### config.mk
export PLATFORM = sky130hd
export DESIGN_NAME = cmd_status_ctrl
export DESIGN_NICKNAME = d
export VERILOG_FILES = /design/src/rtl/cmd_status_pkg.sv /design/src/rtl/csr_seq.sv /design/src/rtl/csr_status.sv /design/src/rtl/csr_counter.sv /design/src/rtl/cmd_status_ctrl.sv
export SDC_FILE = /design/constraint.sdc
export NUM_CORES = 1
export LEC_CHECK = 0
export ABC_AREA = 1
export BUFFER_PORTS_ARGS = -buffer_cell sky130_fd_sc_hd__buf_2
export CORE_UTILIZATION = 50
export DETAILED_ROUTE_END_ITERATION = 7
export HOLD_SLACK_MARGIN = 0.08
export PLACE_DENSITY = 0.73
export SYNTH_ARGS = -nofsm -noshare
export SYNTH_HDL_FRONTEND = slang
export SYNTH_HIERARCHICAL = 1
export SYNTH_SLANG_ARGS = --single-unit
### constraint.sdc
create_clock -name clk_i -period 6.4 [get_ports clk_i]
set_input_delay 0.96 -clock clk_i [delete_from_list [all_inputs] [get_ports clk_i]]
set_output_delay 0.96 -clock clk_i [all_outputs]
set_load 0.1 [all_outputs]
### src/rtl/cmd_status_pkg.sv
package cmd_status_pkg;
  localparam int unsigned DW    = 32;
  localparam int unsigned AW    = 3;
  localparam int unsigned CMD_W = 4;
  localparam int unsigned SW    = 4;
  localparam int unsigned NCNT  = 4;

  localparam logic [AW-1:0] A_CMD  = 3'd0;
  localparam logic [AW-1:0] A_CTL  = 3'd1;
  localparam logic [AW-1:0] A_STAT = 3'd2;
  localparam logic [AW-1:0] A_BIT  = 3'd3;
  localparam logic [AW-1:0] A_RL   = 3'd6;

  localparam logic [CMD_W-1:0] CMD_SOFT_RST = 4'hF;

  // counter slots: 0 bit, 1 input, 2 header, 3 run-level
  localparam int unsigned CNT_INP = 1;

  // status bits
  localparam int unsigned ST_DONE = 0;
  localparam int unsigned ST_INP  = 1;
  localparam int unsigned ST_ERR  = 2;
  localparam int unsigned ST_HDR  = 3;

  typedef enum logic [1:0] {
    SQ_IDLE  = 2'd0,
    SQ_DRAIN = 2'd1,
    SQ_CLEAR = 2'd2,
    SQ_DONE  = 2'd3
  } seq_state_e;
endpackage

### src/rtl/csr_seq.sv
module csr_seq
  import cmd_status_pkg::*;
(
  input  logic clk_i,
  input  logic rst_ni,
  input  logic rst_cmd_i,
  input  logic dma_busy_i,
  input  logic dma_req_i,
  output logic idle_o,
  output logic clr_o
);
  seq_state_e state_q, state_d;
  logic       issued_q;

  // a request sent last cycle may not show as busy yet
  always_ff @(posedge clk_i or negedge rst_ni) begin
    if (!rst_ni) issued_q <= 1'b0;
    else         issued_q <= dma_req_i;
  end

  always_comb begin
    state_d = state_q;
    unique case (state_q)
      SQ_IDLE:  if (rst_cmd_i) state_d = SQ_DRAIN;
      SQ_DRAIN: if (!dma_busy_i && !issued_q) state_d = SQ_CLEAR;
      SQ_CLEAR: state_d = SQ_DONE;
      SQ_DONE:  state_d = SQ_IDLE;
      default:  state_d = SQ_IDLE;
    endcase
  end

  always_ff @(posedge clk_i or negedge rst_ni) begin
    if (!rst_ni) state_q <= SQ_IDLE;
    else         state_q <= state_d;
  end

  assign idle_o = (state_q == SQ_IDLE);
  assign clr_o  = (state_q == SQ_CLEAR);
endmodule

### src/rtl/csr_status.sv
module csr_status
  import cmd_status_pkg::*;
(
  input  logic          clk_i,
  input  logic          rst_ni,
  input  logic          clr_i,
  input  logic [SW-1:0] set_i,
  input  logic          w1c_we_i,
  input  logic [SW-1:0] w1c_data_i,
  input  logic          cmd_wr_i,
  output logic [SW-1:0] status_o
);
  logic [SW-1:0] st_q;

  for (genvar b = 0; b < SW; b++) begin : g_bit
    if (b == ST_DONE) begin : g_done
      // only a new command clears it; w1c data ignored
      logic unused_w1c0;
      assign unused_w1c0 = w1c_data_i[b];
      always_ff @(posedge clk_i or negedge rst_ni) begin
        if (!rst_ni)       st_q[b] <= 1'b1;
        else if (clr_i)    st_q[b] <= 1'b1;
        else if (cmd_wr_i) st_q[b] <= 1'b0;
        else if (set_i[b]) st_q[b] <= 1'b1;
      end
    end else begin : g_evt
      // set beats clear so no event is lost
      always_ff @(posedge clk_i or negedge rst_ni) begin
        if (!rst_ni)                         st_q[b] <= 1'b0;
        else if (clr_i)                      st_q[b] <= 1'b0;
        else if (set_i[b])                   st_q[b] <= 1'b1;
        else if (w1c_we_i && w1c_data_i[b])  st_q[b] <= 1'b0;
      end
    end
  end

  assign status_o = st_q;
endmodule

### src/rtl/csr_counter.sv
module csr_counter #(
  parameter int unsigned W    = 16,
  parameter bit          DOWN = 1'b0
) (
  input  logic         clk_i,
  input  logic         rst_ni,
  input  logic         clr_i,
  input  logic         we_i,
  input  logic [W-1:0] wdata_i,
  input  logic         step_i,
  output logic [W-1:0] cnt_o,
  output logic         hit_o
);
  logic [W-1:0] cnt_q, cnt_nxt;

  if (DOWN) begin : g_down
    assign cnt_nxt = (cnt_q == '0) ? cnt_q : cnt_q - W'(1);
    // only a real decrement to zero counts as an event
    assign hit_o   = step_i && !we_i && !clr_i && (cnt_q == W'(1));
  end else begin : g_up
    assign cnt_nxt = cnt_q + W'(1);
    assign hit_o   = 1'b0;
  end

  always_ff @(posedge clk_i or negedge rst_ni) begin
    if (!rst_ni)     cnt_q <= '0;
    else if (clr_i)  cnt_q <= '0;
    else if (we_i)   cnt_q <= wdata_i;
    else if (step_i) cnt_q <= cnt_nxt;
  end

  assign cnt_o = cnt_q;
endmodule

### src/rtl/cmd_status_ctrl.sv
module cmd_status_ctrl
  import cmd_status_pkg::*;
#(
  parameter int unsigned CNT_W = 16,
  parameter int unsigned CTL_W = 8
) (
  input  logic          clk_i,
  input  logic          rst_ni,
  input  logic          reg_we_i,
  input  logic [AW-1:0] reg_addr_i,
  input  logic [DW-1:0] reg_wdata_i,
  output logic [DW-1:0] reg_rdata_o,
  output logic          cmd_start_o,
  output logic [CMD_W-1:0] cmd_code_o,
  input  logic          cmd_done_i,
  input  logic          err_evt_i,
  input  logic          hdr_evt_i,
  input  logic          rl_evt_i,
  input  logic          bit_evt_i,
  input  logic          in_word_i,
  input  logic          dp_dma_req_i,
  output logic          dma_req_o,
  input  logic          dma_busy_i,
  output logic          rdy_rst_o,
  output logic          irq_o
);
  logic             idle, clr;
  logic             wr_cmd, cmd_acc, rst_cmd;
  logic [CMD_W-1:0] cmd_q;
  logic             cmd_start_q;
  logic [CTL_W-1:0] ctl_q;
  logic [SW-1:0]    status_q, st_set;
  logic [NCNT-1:0]  cnt_step, cnt_we, cnt_hit;
  logic [CNT_W-1:0] cnt_val [NCNT];
  logic [1:0]       rd_idx;

  assign wr_cmd  = reg_we_i && (reg_addr_i == A_CMD);
  assign cmd_acc = wr_cmd && idle;
  assign rst_cmd = cmd_acc && (reg_wdata_i[CMD_W-1:0] == CMD_SOFT_RST);

  assign dma_req_o = dp_dma_req_i && idle;

  csr_seq u_seq (
    .clk_i      (clk_i),
    .rst_ni     (rst_ni),
    .rst_cmd_i  (rst_cmd),
    .dma_busy_i (dma_busy_i),
    .dma_req_i  (dma_req_o),
    .idle_o     (idle),
    .clr_o      (clr)
  );

  always_ff @(posedge clk_i or negedge rst_ni) begin
    if (!rst_ni) begin
      cmd_q       <= '0;
      cmd_start_q <= 1'b0;
      ctl_q       <= '0;
    end else if (clr) begin
      cmd_q       <= '0;
      cmd_start_q <= 1'b0;
      ctl_q       <= '0;
    end else begin
      cmd_start_q <= cmd_acc && !rst_cmd;
      if (cmd_acc) cmd_q <= reg_wdata_i[CMD_W-1:0];
      if (reg_we_i && (reg_addr_i == A_CTL)) ctl_q <= reg_wdata_i[CTL_W-1:0];
    end
  end

  assign cmd_start_o = cmd_start_q;
  assign cmd_code_o  = cmd_q;

  assign cnt_step = {rl_evt_i, hdr_evt_i, in_word_i, bit_evt_i};

  for (genvar i = 0; i < NCNT; i++) begin : g_cnt
    assign cnt_we[i] = reg_we_i && (reg_addr_i == A_BIT + AW'(i));
    csr_counter #(
      .W    (CNT_W),
      .DOWN (i == CNT_INP)
    ) u_cnt (
      .clk_i   (clk_i),
      .rst_ni  (rst_ni),
      .clr_i   (clr),
      .we_i    (cnt_we[i]),
      .wdata_i (reg_wdata_i[CNT_W-1:0]),
      .step_i  (cnt_step[i]),
      .cnt_o   (cnt_val[i]),
      .hit_o   (cnt_hit[i])
    );
  end

  assign st_set[ST_DONE] = cmd_done_i;
  assign st_set[ST_INP]  = |cnt_hit;
  assign st_set[ST_ERR]  = err_evt_i;
  assign st_set[ST_HDR]  = hdr_evt_i;

  csr_status u_status (
    .clk_i      (clk_i),
    .rst_ni     (rst_ni),
    .clr_i      (clr),
    .set_i      (st_set),
    .w1c_we_i   (reg_we_i && (reg_addr_i == A_STAT)),
    .w1c_data_i (reg_wdata_i[SW-1:0]),
    .cmd_wr_i   (cmd_acc),
    .status_o   (status_q)
  );

  assign rdy_rst_o = clr;
  assign irq_o     = (|(status_q & ctl_q[SW-1:0])) || clr;

  assign rd_idx = 2'(reg_addr_i - A_BIT);

  always_comb begin
    reg_rdata_o = '0;
    case (reg_addr_i)
      A_CMD:  reg_rdata_o[CMD_W-1:0] = cmd_q;
      A_CTL:  reg_rdata_o[CTL_W-1:0] = ctl_q;
      A_STAT: reg_rdata_o[SW-1:0]    = status_q;
      default:
        if (reg_addr_i >= A_BIT && reg_addr_i <= A_RL)
          reg_rdata_o[CNT_W-1:0] = cnt_val[rd_idx];
    endcase
  end

  if (CNT_W < DW) begin : g_wd
    logic unused_wdata;
    assign unused_wdata = ^reg_wdata_i[DW-1:CNT_W];
  end
endmodule

==> flow_summary.json, run 1 <==
{
  "status": "completed",
  "io_buffers": 53,
  "firstDrtPassIters": 5,
  "ys.flop_type": "dfrtp_1",
  "ys_seq_area_frac": 0.301,
  "worstSkewPairLatency_ns": 0.35,
  "clk_pin_slew_ns": 0.06,
  "postCtsSetupRepairBufs": 0,
  "timing.hold.ws_ns": 0.506,
  "hpwlAfterDp_um": 14300,
  "crit_buf_inv": 5,
  "core_sq_um": 13500,
  "syn_to_final_growth_pct": 7.35,
  "grt_usage": 0.291,
  "slew_headroom": 0.376,
  "yosysTopAreaCell": "dfrtp_1",
  "crit_type": "in -> out",
  "dr_wl_met2_um": 9450,
  "met1_length_um": 8790,
  "cp-start-kind": "input pin",
  "syn_area_sq_um": 7000,
  "critPathMaxStageDelay_ns": 0.54,
  "rows": 42,
  "dieArea_sq_um": 14500,
  "grt_pass1_wl_um": 32600,
  "arrival_ns": 3.56,
  "wl_met3_um": 1480,
  "fill_cells": 1395,
  "tightest_slew_ns": 0.933,
  "synth_edf_count": 0,
  "final_max_slew_viol_count": 0,
  "crit_path_frequent_cell": "inv_1",
  "initial_core_util": 0.520,
  "ys_top_cells_by_count": "383 x nand2_1, 155 x nor2_1, 119 x inv_1, 100 x nand3_1, 83 x dfrtp_1",
  "wl_per_cell_um": 15.2,
  "p_leak_nw": 4.06,
  "die_h_um": 120,
  "io-pin-count": 86,
  "yosys.cell_types.count": 43,
  "finalHoldViolations": 0,
  "cts_max_level": 3,
  "fin_crit_ns": 4.52,
  "ys.warnings.count": 6,
  "synth_top_area_frac": 0.297,
  "place_congestion": 0.916,
  "drtIter0Drc": 638,
  "wl_um": 20200,
  "endpoint_kind": "primary output",
  "drive_above_1_share": 0.125,
  "cts_resized": 0,
  "via_count": 6985,
  "grt_setup_unrepaired": "no",
  "fin_crit_sh": 0.706,
  "cp_top_family": "buffers and inverters",
  "synth.avg_cell_area_sq_um": 6.30,
  "fin_setup_tns_ns": 0,
  "peakVddDrop_mv": 0.245,
  "cp_data_required_time_ns": 5.44,
  "ys_async_sr_fraction": 1.00,
  "cts_buffers": 9,
  "cts_hold_buf": 0,
  "crit_chain": "buf_2 -> inv_1 -> ha_1 -> inv_1 -> o21ai_0 -> o21ai_0 -> nand2_1 -> inv_1 -> buf_2",
  "cts_sinks": 84,
  "yosysMostFrequentCell": "nand2_1",
  "slowest_stage": "ha_1",
  "critPathMaxFanout": 36,
  "max-cap-violations": 0,
  "cts_root_buf": "clkbuf_16",
  "min_path_type": "in -> async",
  "synth_seq_cells": 84,
  "ant_nets": 0,
  "clock-skew-final_ns": 0.00469,
  "diodes": 0,
  "grt_max_degree": 62,
  "route.top_layer_used": "met4",
  "power_mw": 2.84,
  "cts_buffer_depth": 2,
  "synthCells": 1110,
  "drc": 0,
  "gr-total-overflow": 0,
  "finalSetupViolCount": 0,
  "fmax_mhz": 221,
  "power.density_nw_per_um2": 378,
  "fin_nets": 1202,
  "die_w_um": 120,
  "synth_area_leaders": "dfrtp_1 30%, nand2_1 21%, nor2_1 8.3%, nand3_1 7.2%, inv_1 6.4%",
  "antenna_found_initial": 0,
  "grt_pass1_vias": 6414,
  "vias_per_cell": 5.27,
  "cts_tree": "done"
}
cells in the final DEF (no fill, tap or decap), types with 2 or more instances in the layout:
master / count
nor3_4: 3
buf_2: 52
o21ai_1: 16
o21ai_0: 49
nor2_4: 9
nand2_2: 14
a21oi_1: 6
inv_4: 4
o31ai_1: 6
inv_1: 119
o21bai_1: 3
nand2_1: 383
or2_2: 3
inv_2: 5
o22ai_1: 4
clkbuf_16: 9
dfrtp_1: 83
clkinv_2: 2
nand2_4: 5
nand3_1: 100
conb_1: 19
nand3b_1: 3
nor3_1: 2
ha_1: 12
clkbuf_1: 4
nor2_1: 155
nand4_1: 15
buf_4: 7
nor2_2: 15
xor2_1: 20
o21bai_4: 3
nand3_2: 7
worst paths after layout:
| kind | to | from | depth (start not counted) | slack, ns |
|---|---|---|---|---|
| worst min-delay path | u_seq/state_q[0] | rst_ni | 1 | 0.51 |
| worst max register to register | u_status/status_o[1] | u_seq/state_q[0] | 10 | 3.91 |
| max in group asynchronous | g_cnt[0].u_cnt/cnt_o[13] | rst_ni | 2 | 4.76 |
| worst min register to register | u_seq/state_q[1] | u_seq/state_q[1] | 2 | 0.52 |
| min in group clk_i | u_seq/state_q[1] | u_seq/state_q[1] | 2 | 0.52 |
| worst max-delay path | reg_rdata_o[8] | reg_addr_i[0] | 9 | 1.88 |
final cells by class:
cell class	instances	area [sq um]	share of cell area
Clock buffer	14	254	0.0338
Clock inverter	2	10.0	0.00133
Inverter	129	494	0.0658
Multi-Input combinational cell	861	4120	0.548
Sequential cell	84	2100	0.280
Tap cell	176	220	0.0293
Timing Repair Buffer	59	313	0.0416
cells by family (layout without fill, tap and decap cells):
group,after synthesis,in the layout,synth area share
multiplexers,1,1,0.00143
AND/OR/NAND/NOR,719,719,0.455
buffers and inverters,180,204,0.119
adder cells (fa/ha/maj),12,12,0.0215
AO/OA/AOI/OAI,90,90,0.0756
other,4,19,0.00214
flip-flops,84,84,0.301
XOR/XNOR,20,20,0.0250
state kept, by name, summed over array words and instances, names as in the netlist:
signal,flops
g_cnt.u_cnt/cnt_o,64
u_seq/issued_q,1
cmd_code_o,4
cmd_start_o,1
ctl_q,8
u_seq/state_q,2
u_status/status_o,4
through the flow:
| step | utilization | cells | instance area (sq um) | worst slack [ns] |
|---|---|---|---|---|
| 4_1_cts | 0.558 | 1325 | 7510 | 1.93 |
| 2_1_floorplan | - | 1125 | 7050 | 2.48 |
| 3_3_place_gp | 0.539 | 1309 | 7250 | 1.97 |
| 6_report | 0.558 | 1325 | 7510 | 1.88 |
| 3_5_place_dp | 0.539 | 1309 | 7250 | 1.93 |
| 5_1_grt | 0.558 | 1325 | 7510 | 1.67 |
per-layer routing:
layer / vias to the layer above / global-route usage
met5: - / 0
met4: 0 / 0.0910
met3: 33 / 0.0462
met2: 237 / 0.471
met1: 3228 / 0.400
li1: 3487 / -
report_power, final:
part / total [mW] / switching (mW) / internal (mW)
sequential: 0.950 / 0.250 / 0.700
combinational: 1.39 / 0.990 / 0.404
clock: 0.494 / 0.220 / 0.273
No activity file was read; power rests on OpenSTA's default activity.
==> run 2, diff against run 1 <==
==> constraint.sdc (replaced) <==
create_clock -name clk_i -period 4.58 [get_ports clk_i]
set_input_delay 0.687 -clock clk_i [delete_from_list [all_inputs] [get_ports clk_i]]
set_output_delay 0.687 -clock clk_i [all_outputs]
set_load 0.1 [all_outputs]
==> run 2 against run 1 <==
  * Sequential share of layout area is 0.66 points lower
  * Clock skew is 0.0021 ns higher
  * Combinational power is 43% higher
  * Critical endpoint is now reg_rdata_o[6]
  * Highest routed layer unchanged
==> flow_summary.json, run 2 (synthesis results as in run 1) <==
{
  "wl_per_cell_um": 15.1,
  "arrival_ns": 3.09,
  "syn_to_final_growth_pct": 9.94,
  "max-cap-violations": 0,
  "via_count": 7048,
  "grt_max_degree": 53,
  "io-pin-count": 86,
  "firstDrtPassIters": 5,
  "crit_chain": "buf_2 -> inv_1 -> buf_4 -> ha_1 -> nand2_1 -> nand3_2 -> nor2_4 -> nand2_1 -> nand2_1 -> buf_2",
  "cts_max_level": 3,
  "post-route-util": 0.572,
  "place_congestion": 0.935,
  "timing.hold.ws_ns": 0.385,
  "io_buffers": 53,
  "diodes": 0,
  "worstSkewPairLatency_ns": 0.35,
  "hpwlAfterDp_um": 14300,
  "final_max_slew_viol_count": 0,
  "core_sq_um": 13500,
  "crit_path_frequent_cell": "nand2_1",
  "power.density_nw_per_um2": 536,
  "tightest_slew_ns": 1.25,
  "grt_usage": 0.292,
  "cp_top_family": "buffers and inverters",
  "largest_reg_flops": 64,
  "peakVddDrop_mv": 0.319,
  "dpl_cell_area_sq_um": 7380,
  "die_h_um": 120,
  "crit_buf_inv": 4,
  "finalHoldViolations": 0,
  "fin_setup_tns_ns": 0,
  "antenna_found_initial": 0,
  "fin_nets": 1203,
  "cts_root_buf": "clkbuf_16",
  "die_w_um": 120,
  "layout_common_cells": "383 x nand2_1, 155 x nor2_1, 119 x inv_1, 100 x nand3_1, 83 x dfrtp_1",
  "cts_hold_buf": 0,
  "fin_crit_ns": 3.77,
  "cts_buffers": 9,
  "crit_type": "in -> out",
  "status": "completed",
  "drc": 0,
  "final_common_cell": "nand2_1",
  "cts_resized": 0,
  "vias_per_cell": 5.32,
  "ant_nets": 0,
  "grt_pass1_wl_um": 32700,
  "rows": 42,
  "fin_crit_sh": 0.824,
  "power_mw": 4.12,
  "cts_tree": "done",
  "drive_above_1_share": 0.129,
  "dieArea_sq_um": 14500,
  "drtIter0Drc": 574,
  "slowest_stage": "buf_2",
  "initial_core_util": 0.520,
  "cp-start-kind": "input pin",
  "postCtsSetupRepairBufs": 0,
  "grt_setup_unrepaired": "no",
  "cp_data_required_time_ns": 3.89,
  "fmax_mhz": 265,
  "clk_pin_slew_ns": 0.06,
  "endpoint_kind": "primary output",
  "cts_buffer_depth": 2,
  "design_area_sq_um": 7690,
  "cts_sinks": 84,
  "clock-skew-final_ns": 0.00677,
  "critPathMaxStageDelay_ns": 0.51,
  "p_leak_nw": 4.12,
  "finalSetupViolCount": 0,
  "min_path_type": "in -> async",
  "wl_um": 20100,
  "gr-total-overflow": 0,
  "critPathMaxFanout": 36,
  "slew_headroom": 0.161,
  "grt_pass1_vias": 6556
}
-- run 2: changes by cell type in the layout (fill, tap and decap cells not counted), sizes merged --
cell	before	now
buf	59	60
bufinv	0	2
clkbuf	14	11
clkinv	3	4
-- run 2: where the power goes --
part | internal (mW) | switching, mW | total, mW
combinational | 0.598 | 1.39 | 1.99
clock | 0.490 | 0.315 | 0.805
sequential | 0.979 | 0.346 | 1.32
total | 2.07 | 2.05 | 4.12
-- run 2: area by class of cell --
cell class,instances,area [sq um]
Sequential cell,84,2100
Clock buffer,11,243
Tap cell,176,220
Clock inverter,5,75.1
Timing Repair Buffer,60,440
Multi-Input combinational cell,861,4120
Inverter,129,494
Fill cell,1346,5760
-- run 2: path summary, 6_finish.rpt --
kind                                  start                        to  slack [ns]  depth (start not counted)
max                           reg_addr_i[0]            reg_rdata_o[6]        0.81                         10
min                                  rst_ni            u_seq/issued_q        0.39                          1
max reg2reg                u_seq/state_q[0]   g_cnt[0].u_cnt/cnt_o[3]        2.50                          6
min reg2reg                        ctl_q[5]                  ctl_q[5]        0.51                          2
max in group asynchronous            rst_ni  g_cnt[1].u_cnt/cnt_o[12]        3.26                          2
min in group clk_i                 ctl_q[5]                  ctl_q[5]        0.51                          2
-- run 2: stage by stage --
step | cells | worst slack [ns]
2_1_floorplan | 1125 | 1.21
5_1_grt | 1326 | 0.578
3_3_place_gp | 1310 | 0.851
3_5_place_dp | 1310 | 0.764
6_report | 1326 | 0.807
4_1_cts | 1326 | 0.839
-- run 2: metal layers --
layer  vias up  track usage  wire length [um]
met5         -            0                 0
met4         0        0.106               543
met3        49       0.0623              1320
met2       228        0.478              9410
met1      3287        0.381              8790
li1       3484            -                 -
-- run 2: worst reg2reg max path: cells and delay by family, from the launching register on --
kind | cells | cell delay (ns)
flops | 1 | 0.37
simple gates | 1 | 0.53
fa+ha+maj | 1 | 0.39
compound gates | 1 | 0.18
buf+inv | 3 | 0.54
==> run 3, diff against run 2 <==
==> constraint.sdc (replaced) <==
create_clock -name clk_i -period 3.8 [get_ports clk_i]
set_input_delay 0.57 -clock clk_i [delete_from_list [all_inputs] [get_ports clk_i]]
set_output_delay 0.57 -clock clk_i [all_outputs]
set_load 0.1 [all_outputs]
==> run 3 against run 2 <==
  * Sequential cell count unchanged
  * Wire length decreased by 0.96%
  * Die area stayed put
  * Global-route usage is 0.41 points lower
  * Critical endpoint is now reg_rdata_o[10]
  * Via count decreased by 0.11%
  * Setup slack worse by 0.036 ns
  * Clock power up 20%
  * Final cell count is 0.30% higher
  * First-iteration DRC count shrank 1.0%
  * Utilization is 1.1 points higher
  * Non-clock buffer count increased by 4
  * Register-to-register slack worse by 0.87 ns
==> flow_summary.json, run 3 (synthesis results as in run 1) <==
{
  "grt_pass1_vias": 6433,
  "dieArea_sq_um": 14500,
  "fin_setup_tns_ns": 0,
  "drive_above_1_share": 0.132,
  "gr-total-overflow": 0,
  "wl_um": 19900,
  "clk_pin_slew_ns": 0.06,
  "cts_hold_buf": 0,
  "rows": 42,
  "crit_type": "in -> out",
  "cts_root_buf": "clkbuf_16",
  "grt_setup_unrepaired": "no",
  "syn_to_final_growth_pct": 12.1,
  "grt_usage": 0.288,
  "final_common_cell": "nand2_1",
  "arrival_ns": 2.46,
  "slowest_stage": "inv_1",
  "combPwrFrac": 0.490,
  "ant_nets": 0,
  "min_path_type": "in -> async",
  "power.density_nw_per_um2": 640,
  "critPathMaxFanout": 17,
  "clock-skew-final_ns": 0.00803,
  "status": "completed",
  "power_switching_mw": 2.48,
  "p_leak_nw": 4.16,
  "r2r_cells": 6,
  "die_w_um": 120,
  "critPathMaxStageDelay_ns": 0.38,
  "layout_common_cells": "383 x nand2_1, 155 x nor2_1, 119 x inv_1, 100 x nand3_1, 83 x dfrtp_1",
  "dpl_cell_area_sq_um": 7530,
  "slew_headroom": 0.538,
  "cp_data_required_time_ns": 3.23,
  "vias_per_cell": 5.29,
  "cts_max_level": 3,
  "cp-start-kind": "input pin",
  "fill_cells": 1352,
  "cts_resized": 0,
  "drc": 0,
  "max-cap-violations": 0,
  "wl_per_cell_um": 14.9,
  "firstDrtPassIters": 5,
  "cts_tree": "done",
  "grt_max_degree": 36,
  "place_congestion": 0.994,
  "fin_crit_sh": 0.797,
  "postCtsSetupRepairBufs": 0,
  "swShare": 0.494,
  "seqPwrFrac": 0.317,
  "io-pin-count": 86,
  "io_buffers": 53,
  "finalHoldViolations": 0,
  "cts_buffers": 9,
  "design_area_sq_um": 7840,
  "post-route-util": 0.583,
  "fin_crit_ns": 3.03,
  "worstSkewPairLatency_ns": 0.36,
  "drtIter0Drc": 568,
  "crit_path_frequent_cell": "inv_1",
  "largest_reg_flops": 64,
  "core_sq_um": 13500,
  "grt_pass1_wl_um": 32300,
  "cts_buffer_depth": 2,
  "antenna_found_initial": 0,
  "hpwlAfterDp_um": 14300,
  "via_count": 7040,
  "internal_power_mw": 2.54,
  "peakVddDrop_mv": 0.322,
  "fmax_mhz": 330,
  "clockPowerShare": 0.192,
  "crit_chain": "buf_2 -> inv_1 -> ha_1 -> buf_4 -> inv_1 -> o21ai_0 -> o21ai_0 -> nand2_1 -> inv_1 -> buf_12",
  "die_h_um": 120,
  "diodes": 0,
  "initial_core_util": 0.520,
  "endpoint_kind": "primary output",
  "finalSetupViolCount": 0,
  "final_max_slew_viol_count": 0,
  "fin_nets": 1207,
  "cts_sinks": 84,
  "timing.hold.ws_ns": 0.128,
  "tightest_slew_ns": 0.692
}
==> run 3: cell types whose count changed in the layout (fill, tap and decap cells not counted), sizes merged <==
cell      change
clkinv        -1
clkinvlp      +2
clkbuf        -1
buf           +4
==> run 3: final timing paths <==
path                       slack (ns)             start                  endpoint
max in group asynchronous        2.87            rst_ni  g_cnt[1].u_cnt/cnt_o[11]
setup reg to reg                 1.63  u_seq/state_q[0]   g_cnt[3].u_cnt/cnt_o[4]
hold / removal                   0.13            rst_ni   g_cnt[2].u_cnt/cnt_o[0]
min in group clk_i               0.43      dp_dma_req_i            u_seq/issued_q
hold reg to reg                  0.50  u_seq/state_q[0]          u_seq/state_q[0]
setup / recovery                 0.77     reg_addr_i[1]           reg_rdata_o[10]
==> run 3: critical path, delay by kind of cell <==
kind / cells / cell delay (ns)
AO/OA/AOI/OAI: 2 / 0.44
adder cells (fa/ha/maj): 1 / 0.27
buffers and inverters: 6 / 1.08
AND/OR/NAND/NOR: 1 / 0.09
==> run 3: routing by layer <==
metal	GRT usage	wire length (um)	part of all wire	up-vias
met5	0	0	0	-
met4	0.107	591	0.030	0
met3	0.0646	1590	0.080	46
met2	0.461	9140	0.46	276
met1	0.381	8560	0.43	3224
li1	-	-	-	3494
==> run 3: power groups by stage <==
stage / clock, mW / combinational [mW] / sequential, mW
after floorplan: 0 / 1.89 / 1.53
after global placement: 0 / 2.40 / 1.60
after detailed placement: 0 / 2.44 / 1.59
after CTS: 0.978 / 2.45 / 1.58
after global routing: 1.02 / 2.72 / 1.64
final: 0.964 / 2.46 / 1.59
==> run 3: final cells by class <==
| class | instances | area (sq um) | share of cell area |
|---|---|---|---|
| clock inverters | 6 | 88.8 | 0.0113 |
| well taps | 176 | 220 | 0.0281 |
| clock buffers | 10 | 229 | 0.0292 |
| repair buffers | 64 | 591 | 0.0753 |
| multi-input cells | 861 | 4120 | 0.525 |
| flip-flops and latches | 84 | 2100 | 0.268 |
| inverters | 129 | 494 | 0.0630 |
==> run 3: per-stage QoR <==
step,cells,worst slack (ns),power (mW)
CTS,1330,0.797,5.01
global placement,1314,0.806,3.99
finish,1330,0.771,5.02
global route,1330,0.608,5.38
floorplan,1125,0.664,3.42
detailed placement,1314,0.814,4.04
